===== src/rtl/rx_sys_serout_pkg.sv =====
package rx_sys_serout_pkg;

  // Frame bit to emit for a bit-clock position, after the programmable delay.
  function automatic int unsigned frame_index(input int unsigned pos,
                                              input logic        dbl,
                                              input int unsigned off,
                                              input int unsigned frame);
    int unsigned bitn;
    bitn = dbl ? (pos >> 1) : pos;
    return (bitn + frame - (off % frame)) % frame;
  endfunction

  // Last bit-clock position of a frame for the chosen rate.
  function automatic int unsigned frame_last(input logic dbl, input int unsigned frame);
    return dbl ? (2 * frame - 1) : (frame - 1);
  endfunction

endpackage


===== src/rtl/rx_sys_serout_edge.sv =====
module rx_sys_serout_edge (
  input  logic clk,
  input  logic rst_n,
  input  logic bclk,
  input  logic cfg_fp_fall,
  input  logic cfg_dat_fall,
  output logic fp_evt,
  output logic dat_evt
);
  logic bclk_q;
  logic rise, fall;

  always_ff @(posedge clk) begin
    if (!rst_n) bclk_q <= 1'b0;
    else        bclk_q <= bclk;
  end

  assign rise    = bclk & ~bclk_q;
  assign fall    = ~bclk & bclk_q;
  assign fp_evt  = cfg_fp_fall  ? fall : rise;
  assign dat_evt = cfg_dat_fall ? fall : rise;
endmodule


===== src/rtl/rx_sys_serout_timer.sv =====
module rx_sys_serout_timer #(
  parameter int unsigned FRAME_BITS = 256,
  parameter int unsigned POS_W      = 9
) (
  input  logic             clk,
  input  logic             rst_n,
  input  logic             fp_evt,
  input  logic             fp_act,
  input  logic             dbl,
  output logic [POS_W-1:0] pos,
  output logic [POS_W-1:0] pos_nxt,
  output logic             start_evt,
  output logic             period_bad
);
  logic             fp_prev;
  logic             seen;
  logic             wrap;
  logic [POS_W-1:0] last;

  assign last       = POS_W'(rx_sys_serout_pkg::frame_last(dbl, FRAME_BITS));
  assign wrap       = (pos == last);
  assign start_evt  = fp_evt & fp_act & ~fp_prev;
  assign period_bad = start_evt & seen & ~wrap;

  always_comb begin
    pos_nxt = pos;
    if (fp_evt) begin
      if (start_evt || wrap) pos_nxt = '0;
      else                   pos_nxt = pos + 1'b1;
    end
  end

  always_ff @(posedge clk) begin
    if (!rst_n) begin
      pos     <= '0;
      fp_prev <= 1'b0;
      seen    <= 1'b0;
    end else begin
      pos <= pos_nxt;
      if (fp_evt)    fp_prev <= fp_act;
      if (start_evt) seen    <= 1'b1;
    end
  end
endmodule


===== src/rtl/rx_sys_serout_shift.sv =====
module rx_sys_serout_shift #(
  parameter int unsigned CH_BITS  = 8,
  parameter int unsigned SIG_BITS = 4,
  parameter int unsigned BIT_W    = 3,
  parameter int unsigned SIG_W    = 2
) (
  input  logic                clk,
  input  logic                rst_n,
  input  logic                upd,
  input  logic [BIT_W-1:0]    bit_in_ch,
  input  logic [CH_BITS-1:0]  rd_byte,
  input  logic [SIG_BITS-1:0] rd_sig,
  output logic                ser_data,
  output logic                ser_sig
);
  localparam logic [BIT_W-1:0] SIG_LIM = BIT_W'(SIG_BITS);

  logic [BIT_W-1:0] rev;
  logic             d_bit, s_bit;

  // Most significant bit first; signaling fills the tail of the channel.
  assign rev   = ~bit_in_ch;
  assign d_bit = rd_byte[rev];
  assign s_bit = (rev < SIG_LIM) ? rd_sig[rev[SIG_W-1:0]] : 1'b0;

  always_ff @(posedge clk) begin
    if (!rst_n) begin
      ser_data <= 1'b0;
      ser_sig  <= 1'b0;
    end else if (upd) begin
      ser_data <= d_bit;
      ser_sig  <= s_bit;
    end
  end
endmodule


===== src/rtl/rx_sys_serout.sv =====
module rx_sys_serout #(
  parameter int unsigned FRAME_BITS = 256,
  parameter int unsigned CH_BITS    = 8,
  parameter int unsigned SIG_BITS   = 4,
  localparam int unsigned IDX_W = $clog2(FRAME_BITS),
  localparam int unsigned BIT_W = $clog2(CH_BITS),
  localparam int unsigned CH_W  = IDX_W - BIT_W,
  localparam int unsigned POS_W = IDX_W + 1,
  localparam int unsigned SIG_W = $clog2(SIG_BITS)
) (
  input  logic                clk,
  input  logic                rst_n,
  input  logic                bclk,
  input  logic                fsync,
  input  logic                cfg_fp_fall,
  input  logic                cfg_dat_fall,
  input  logic                cfg_dbl,
  input  logic                cfg_dbl_second,
  input  logic                cfg_fp_low,
  input  logic [BIT_W-1:0]    cfg_bit_off,
  input  logic [CH_W-1:0]     cfg_ch_off,
  input  logic                cfg_irq_en,
  input  logic                err_clr,
  output logic [CH_W-1:0]     rd_ch,
  input  logic [CH_BITS-1:0]  rd_byte,
  input  logic [SIG_BITS-1:0] rd_sig,
  output logic                ser_data,
  output logic                ser_sig,
  output logic                err_flag,
  output logic                irq
);
  logic             fp_evt, dat_evt, fp_act;
  logic             start_evt, period_bad, upd;
  logic [POS_W-1:0] pos, pos_nxt;
  logic [IDX_W-1:0] q;

  assign fp_act = fsync ^ cfg_fp_low;

  rx_sys_serout_edge edge_i (
    .clk(clk), .rst_n(rst_n), .bclk(bclk),
    .cfg_fp_fall(cfg_fp_fall), .cfg_dat_fall(cfg_dat_fall),
    .fp_evt(fp_evt), .dat_evt(dat_evt)
  );

  rx_sys_serout_timer #(.FRAME_BITS(FRAME_BITS), .POS_W(POS_W)) timer_i (
    .clk(clk), .rst_n(rst_n), .fp_evt(fp_evt), .fp_act(fp_act), .dbl(cfg_dbl),
    .pos(pos), .pos_nxt(pos_nxt), .start_evt(start_evt), .period_bad(period_bad)
  );

  // Bit index inside the frame after applying channel and bit delay.
  assign q = IDX_W'(rx_sys_serout_pkg::frame_index(32'(pos_nxt), cfg_dbl,
                                                   32'({cfg_ch_off, cfg_bit_off}),
                                                   FRAME_BITS));
  assign rd_ch = q[IDX_W-1:BIT_W];

  // In double-rate mode only one of the two data edges of a bit launches.
  assign upd = dat_evt & (~cfg_dbl | (pos_nxt[0] == cfg_dbl_second));

  rx_sys_serout_shift #(.CH_BITS(CH_BITS), .SIG_BITS(SIG_BITS),
                        .BIT_W(BIT_W), .SIG_W(SIG_W)) shift_i (
    .clk(clk), .rst_n(rst_n), .upd(upd), .bit_in_ch(q[BIT_W-1:0]),
    .rd_byte(rd_byte), .rd_sig(rd_sig), .ser_data(ser_data), .ser_sig(ser_sig)
  );

  always_ff @(posedge clk) begin
    if (!rst_n)          err_flag <= 1'b0;
    else if (period_bad) err_flag <= 1'b1;
    else if (err_clr)    err_flag <= 1'b0;
  end

  assign irq = err_flag & cfg_irq_en;
endmodule


===== config.mk =====
export PLATFORM = sky130hd
export DESIGN_NAME = rx_sys_serout
export DESIGN_NICKNAME = d
export VERILOG_FILES = /design/src/rtl/rx_sys_serout_pkg.sv /design/src/rtl/rx_sys_serout_edge.sv /design/src/rtl/rx_sys_serout_timer.sv /design/src/rtl/rx_sys_serout_shift.sv /design/src/rtl/rx_sys_serout.sv
export SDC_FILE = /design/constraint.sdc
export NUM_CORES = 1
export LEC_CHECK = 0
export ABC_AREA = 1
export CAP_MARGIN = 15
export CORE_MARGIN = 10
export CORE_UTILIZATION = 40
export CTS_CLUSTER_DIAMETER = 50
export DETAILED_ROUTE_END_ITERATION = 10
export PLACE_DENSITY_LB_ADDON = 0.05
export SKIP_LAST_GASP = 1
export SLEW_MARGIN = 20
export SYNTH_ARGS = -nofsm -noshare
export SYNTH_HDL_FRONTEND = slang
export SYNTH_SLANG_ARGS = --single-unit

===== constraint.sdc =====
create_clock -name clk -period 8.7 [get_ports clk]
set_input_delay 1.305 -clock clk [delete_from_list [all_inputs] [get_ports clk]]
set_output_delay 1.305 -clock clk [all_outputs]
set_load 0.02 [all_outputs]

Word-level counts from Yosys, hierarchy flattened
Cells that the tools add are included.
{"block": "word_totals", "reg_bits": 15, "out_inout_bits": 9, "wordCells": 46}
{"block": "op_classes", "n_addsub": 3, "n_lt_le_gt_ge": 3, "eq_ne": 2, "muxes": 13, "n_bitwise": 16, "n_reduce_logical": 2}
{"cell": "2-to-1 mux 9 bit", "n": 3}
{"cell": "adder 9 x 1 -> 9 bit (second input constant)", "n": 1}
{"cell": "== test 9 bit", "n": 1}
{"cell": "adder 8 x 1 -> 8 bit (second input constant)", "n": 1}
{"cell": "AND 1 bit", "n": 8}
{"cell": "2-to-1 mux 8 bit", "n": 1}
{"cell": "subtractor 8 bit", "n": 1}
{"cell": "2-to-1 mux 1 bit", "n": 7}
{"cell": "inverter 1 bit", "n": 5}
{"cell": "< comparator 3 x 4 -> 1 bit (second input constant)", "n": 1}
{"cell": "binary-select mux 1 bit (select 3 bit)", "n": 1}
{"cell": "< comparator 2 x 3 -> 1 bit (second input constant)", "n": 1}
{"cell": "< comparator 3 bit (second input constant)", "n": 1}
{"cell": "inverter 3 bit", "n": 1}
{"cell": "binary-select mux 1 bit (select 2 bit)", "n": 1}
{"cell": "nonzero test 2 bit", "n": 1}
{"cell": "== test 1 bit", "n": 1}
{"cell": "logical OR 1 bit", "n": 1}
{"cell": "OR 1 bit", "n": 1}
{"cell": "XOR 1 bit", "n": 1}

Logic depth before layout (Yosys ltp)
{"block": "depth", "ltp_word": 15, "ltp_mapped": 21, "ltp_nobuf": 20}

Hierarchy
From an unflattened synthesis, not the netlist that was laid out.
{"block": "unflattened", "hier_cells": 265, "area_unflattened_um2": 1473.9}
{"module": "rx_sys_serout_timer", "n_inst": 1, "cells_each": 109, "area_each_um2": 636.9, "seq_area_each_um2": 220.2}
{"module": "rx_sys_serout", "n_inst": 1, "cells_each": 107, "area_each_um2": 578.1, "seq_area_each_um2": 20.0}
{"module": "rx_sys_serout_shift", "n_inst": 1, "cells_each": 36, "area_each_um2": 188.9, "seq_area_each_um2": 40.0}
{"module": "rx_sys_serout_edge", "n_inst": 1, "cells_each": 13, "area_each_um2": 70.1, "seq_area_each_um2": 20.0}

Least setup slack after synthesis
Ideal clock, no wire load.
{"block": "synth_path", "kind": "in2out", "from": "in cfg_dbl", "to": "out rd_ch[3]", "arrival_ps": 3536, "required_time_ps": 7395, "setup_slack_ps": 3859, "path_stages": 18, "path_buffers": 1, "cell_sequence": "buf_6 -> inv_4 -> nand2_1 -> nand2_1 -> nor2_2 -> nand2_1 -> nand3_1 -> nand2_1 -> o21ai_2 -> nor2_1 -> a31oi_1 -> ha_1 -> fa_1 -> o21ai_0 -> a21oi_1 -> nor2_1 -> nor2_1 -> xnor2_1"}
{"block": "synth_via", "elab_chain_len": 8}
{"item": "start, declared", "line": "rx_sys_serout.sv:17", "text": "input logic cfg_dbl,"}
{"item": "2-to-1 mux 9 bit", "line": "rx_sys_serout_pkg.sv:15", "text": "return dbl ? (2 * frame - 1) : (frame - 1);"}
{"item": "== test 9 bit", "line": "rx_sys_serout_timer.sv:21", "text": "assign wrap = (pos == last);"}
{"item": "logical OR 1 bit", "line": "rx_sys_serout_timer.sv:28", "text": "if (start_evt || wrap) pos_nxt = '0;"}
{"item": "2-to-1 mux 9 bit", "line": "rx_sys_serout_timer.sv:28"}
{"item": "2-to-1 mux 9 bit", "line": "rx_sys_serout_timer.sv:27", "text": "if (fp_evt) begin"}
{"item": "2-to-1 mux 8 bit (*)", "line": "rx_sys_serout_pkg.sv:9", "text": "bitn = dbl ? (pos >> 1) : pos;"}
{"item": "adder 8 x 1 -> 8 bit (*)", "line": "rx_sys_serout_pkg.sv:10", "text": "return (bitn + frame - (off % frame)) % frame;"}
{"item": "subtractor 8 bit (*)", "line": "rx_sys_serout_pkg.sv:10"}
{"item": "end, declared", "line": "rx_sys_serout.sv:24", "text": "output logic [CH_W-1:0] rd_ch,"}
Every way passes the cells marked *; elsewhere a longest branch is shown, timed or not.

Worst setup path after layout
{"block": "layout_path", "from": "in cfg_dbl", "to": "out rd_ch[4]"}
Same word-level chain as after synthesis.

==> results <==
- The number of nets with antenna violations after detailed routing is 0.
- The count of boundary I/O pins is 40.
- Once the clock tree was built, the resizer swapped 0 gates to a different size.
- Data arrives at the worst endpoint at 4.77 ns.
- The worst-case IR drop observed on VDD is between 0.00006 and 0.00007 V.
- Once layout is complete, the cells apart from fillers number slightly below 300.
- The tool flagged a number of max-cap violations equal to 0.
- The cell family with the largest share of critical-path delay is buffers and inverters.
- The worst-case reg-to-reg path depth is 16.
- The launching element type of the critical path is an input pin.
- The capturing point of the worst reg2reg path is shift_i.ser_sig.
- The post-placement setup slack is between 2 and 3 ns.
- The final hold violation count is 0.
- The later pin in the worst-skew pair is clocked with a latency of 0.29 ns.
- The synthesized netlist devotes 9.507% of its cell area to adder and majority cells.
- The design draws 190.7 uW.
- The area growth from synthesis to layout is 32.20%.
- No sink is reached through more buffers than the 2 on the longest clock path.
- The HPWL after detailed placement is ~2.8 mm.
- The fraction of final layout cells with drive strength greater than 1 is 10.93%.
- After the first detailed-routing iteration, the DRC count stood at 49.
- The clock transition at the registers of the reported paths is about 0.10 ns.
- The first-pass iteration count of the detailed router is 4.
- The tightest min-delay check is of the register to register type.
- After synthesis, the largest family of logic cells by area is simple AND/OR/NAND/NOR gates.
- The cell count after synthesis came out at between 200 and 250.
- The total instance count after detailed placement is approximately 290.
- The top cell type by area accounts for 21.52% of the synthesized area.
- The total standard cell area after synthesis is 1395 um2.
- The total area inside the core boundary comes to 3363 um2.
- Counting both buffers and inverters, the worst setup path holds a total of 3.
- The post-route setup TNS is 0 ns.
- The worst setup path is captured at a primary output.
- By area the synthesized netlist is led by sky130_fd_sc_hd__dfxtp_1 22%, sky130_fd_sc_hd__nand2_1 10%, sky130_fd_sc_hd__ha_1 8.1%, sky130_fd_sc_hd__inv_1 7.8%, sky130_fd_sc_hd__nor2_1 7.3%.
- The global placement routability congestion is roughly 0.84.
- The CTS buffer count is 3.
- The flow ran to the end, and the final reports show no timing, DRC or antenna violations.
- For this configuration, the core starts out at a cell density of 41.48%.
- The number of vias in the routed layout is 1381.
- The largest total area in the synthesized netlist belongs to sky130_fd_sc_hd__dfxtp_1.
- The depth of the critical timing path with buffers and inverters included is 19.
- The number of max-slew violations in the final report is 0.
- The floorplan step defined a die boundary enclosing 6250 um2.
- The launching element of the worst setup path is cfg_dbl.
- The unique cell type count in the Yosys netlist is 34.
- The y dimension of the die is 79.06 um.
- Leaving out fill and tap cells, the most frequent cells in the layout are 39 x sky130_fd_sc_hd__clkdlybuf4s50_1, 37 x sky130_fd_sc_hd__nand2_1, 29 x sky130_fd_sc_hd__inv_1.
- The overall routed net length is 3.324 mm.
- The critical path goes through clkdlybuf4s50_1 > inv_4 > nand2_1 > nand2_1 > nor2_2 > nand3_2 > nand2_2 > a21oi_2 > o21ai_2 > o21ai_1 > ha_1 > nand2_1 > o21ai_0 > nand4_1 > nand2_1 > xor2_1 > nand3_1 > nand2_1 > clkdlybuf4s50_1.
- TritonCTS built the clock tree.
- On the worst path, the slowest cell contributes a delay of 0.70 ns.
- The top fanout value on the critical path is 10.
- The worst register-to-register path has a setup slack of 5.67 ns.
- The number of antenna violations at the first check in global routing is 0.
- In this run the worst setup path terminates at rd_ch[4].
- The number of setup violations in the final report is 0.
- The number of buffer cells added on primary ports is 39.
- The mux cell area share after synthesis is 0.7175%.
- The finished cells cover 1844 um2.
- The worst path meets setup with 2.626 ns of slack.
- The total power density per cell area is ~100 nW/um2.
- In this run the horizontal extent of the chip is around 79 um.
- When the netlist entered floorplanning its net count stood at 248.
- The critical path is of the input pin to primary output type.
- For this run, the post-layout net count is 289.
- The required time reported for the critical path endpoint is 7.39 ns.
- Entering global routing, the biggest net connects 15 pins.
- The first global-routing pass estimated 5.899 mm of wire.
- Setup repair after global routing left no endpoint under its margin.
- The mean routed wirelength per cell is 11.34 um.
- The area fraction in compound gates after synthesis is 14.62%.
- The detail-routed via count per cell is around 4.7.
- The global-route congestion overflow total is 0.
- Summing the areas of all and, or, nand and nor instances in the mapped netlist gives approximately 36% of the synthesized area.
- The overall global routing resource usage is 10.99%.
- Of the total synthesized cell area, the portion taken by XOR and XNOR cells is 6.278%.
- The dominant cell type by count on the critical path is sky130_fd_sc_hd__nand2_1.
- The antenna cell count is 0.
- For this design the static power due to leakage is 0.0008796 uW.
- After clock tree synthesis, the setup repair step added 0 buffers.
- Dividing the synthesized area by the synthesized cell count gives ~6.7 um2.
- The number of hold buffers added after CTS was 0.
- After floorplanning, the core was divided into 21 placement rows.
- The H-tree level count is 1.
- The headroom to the max-slew limit is 70.54%.
- The via count of the first global-routing pass is 1347.
- The total of flip-flops plus latches after synthesis is 15.
- The startpoint identified for the worst register-to-register timing path is timer_i.pos[1].
- The instance area after placement is approximately 1800 um2.
- During synthesis, Yosys emitted a total of 0 warnings.
- CTS placed an instance of sky130_fd_sc_hd__clkbuf_4 at the clock tree root.
- The sequential element share of the synthesized area is 21.52%.
- For this run, the top clock speed supported by timing is 164.6 MHz.
- The largest clock skew in the final design is 0.01295 ns.
- The standard cell with the maximum stage delay on the critical path is sky130_fd_sc_hd__clkdlybuf4s50_1.
- The fraction of the cycle the final worst path needs is 69.82%.
- Leaving out fill and tap cells, the most frequent cell in the layout is sky130_fd_sc_hd__clkdlybuf4s50_1.
- The remaining routing DRC violations is 0.
- At the pin with the least slew margin, the transition time is 0.4373 ns.
- The total number of clock tree sinks is 15.
- The routed design could run at a clock period as short as 6.074 ns.
- The number of fill cells is 358.
## registers in the layout, indices dropped and copies added, names as in the netlist
register and flops:
timer_i.fp_prev 1, shift_i.ser_sig 1, err_flag 1, timer_i.seen 1, edge_i.bclk_q 1, timer_i.pos 9
shift_i.ser_data 1
## cell usage after synthesis
library cell / instances
sky130_fd_sc_hd__a21oi_1: 10
sky130_fd_sc_hd__a21oi_2: 1
sky130_fd_sc_hd__nor2_2: 1
sky130_fd_sc_hd__dfxtp_1: 15
sky130_fd_sc_hd__nand2_2: 2
sky130_fd_sc_hd__nor3_1: 2
sky130_fd_sc_hd__clkbuf_1: 1
sky130_fd_sc_hd__nor2_1: 27
sky130_fd_sc_hd__ha_1: 9
sky130_fd_sc_hd__nand2_1: 37
sky130_fd_sc_hd__or2_1: 1
sky130_fd_sc_hd__mux2i_1: 1
sky130_fd_sc_hd__xnor2_1: 2
sky130_fd_sc_hd__xor2_1: 8
sky130_fd_sc_hd__buf_6: 2
sky130_fd_sc_hd__a22oi_1: 1
sky130_fd_sc_hd__a31oi_1: 1
sky130_fd_sc_hd__o22ai_1: 1
sky130_fd_sc_hd__inv_4: 1
sky130_fd_sc_hd__nand3_2: 6
sky130_fd_sc_hd__nor2_8: 1
sky130_fd_sc_hd__o21ai_0: 11
sky130_fd_sc_hd__nand4_1: 5
sky130_fd_sc_hd__o21a_1: 2
sky130_fd_sc_hd__o32ai_1: 1
sky130_fd_sc_hd__inv_2: 4
sky130_fd_sc_hd__nand3_1: 13
sky130_fd_sc_hd__nand3b_4: 1
sky130_fd_sc_hd__nor3_2: 1
sky130_fd_sc_hd__fa_1: 1
sky130_fd_sc_hd__o21ai_2: 3
sky130_fd_sc_hd__nand2_4: 2
sky130_fd_sc_hd__inv_1: 29
sky130_fd_sc_hd__o21ai_1: 4
## per-stage QoR
stage / hold slack, ns / utilization (%)
floorplan: 0.4362 / -
global placement: 0.4522 / 54.02
detailed placement: 0.4472 / 54.02
CTS: 0.4627 / 54.84
global route: 0.4896 / 54.84
finish: 0.4614 / 54.84
## kinds of logic after synthesis
| family | after synthesis |
|---|---|
| AND/OR/NAND/NOR | 99 |
| multiplexers | 1 |
| AO/OA/AOI/OAI | 35 |
| adder cells (fa/ha/maj) | 10 |
| XOR/XNOR | 10 |
| buffers and inverters | 37 |
| flip-flops | 15 |
## worst min-delay path by stage
stage | end | cells after the start | from | slack [ns]
after floorplan | timer_i.seen | 2 | timer_i.seen | 0.44
after global placement | timer_i.seen | 2 | timer_i.seen | 0.45
after detailed placement | timer_i.seen | 2 | timer_i.seen | 0.45
after CTS | timer_i.seen | 2 | timer_i.seen | 0.46
after global routing | timer_i.seen | 2 | timer_i.seen | 0.49
final | timer_i.seen | 2 | timer_i.seen | 0.46
## report_power, final
part	internal, uW	switching [uW]	leakage [uW]	total [uW]
registers	71.5	1.87	0.000122	73.4
clock network	17.1	22.3	0.0000177	39.4
logic	37.6	40.3	0.000740	77.9
## area by class of cell
| cell class | instances | area, um2 | area share (%) |
|---|---|---|---|
| Multi-Input combinational cell | 155 | 938.4 | 50.88 |
| Timing Repair Buffer | 39 | 390.4 | 21.17 |
| Sequential cell | 15 | 300.3 | 16.28 |
| Inverter | 34 | 130.1 | 7.056 |
| Tap cell | 46 | 57.56 | 3.121 |
| Clock buffer | 3 | 22.52 | 1.221 |
| Clock inverter | 1 | 5.005 | 0.2714 |
## metal layers
metal | vias up | track usage, % | part of all wire [%]
met5 | - | 0 | 0
met4 | 0 | 1.613 | 0.27
met2 | 39 | 17.70 | 44
met1 | 582 | 14.47 | 50
li1 | 758 | - | -
met3 | 2 | 3.041 | 5.5
## tightest hold or removal path, delay by kind of cell, from the launching register on
kind                   cells  cell delay (ns)
flip-flops                 1             0.31
AO/OA/AOI/OAI              1             0.06
buffers and inverters      1             0.06
Note: power is estimated with default switching activity, not from simulation.
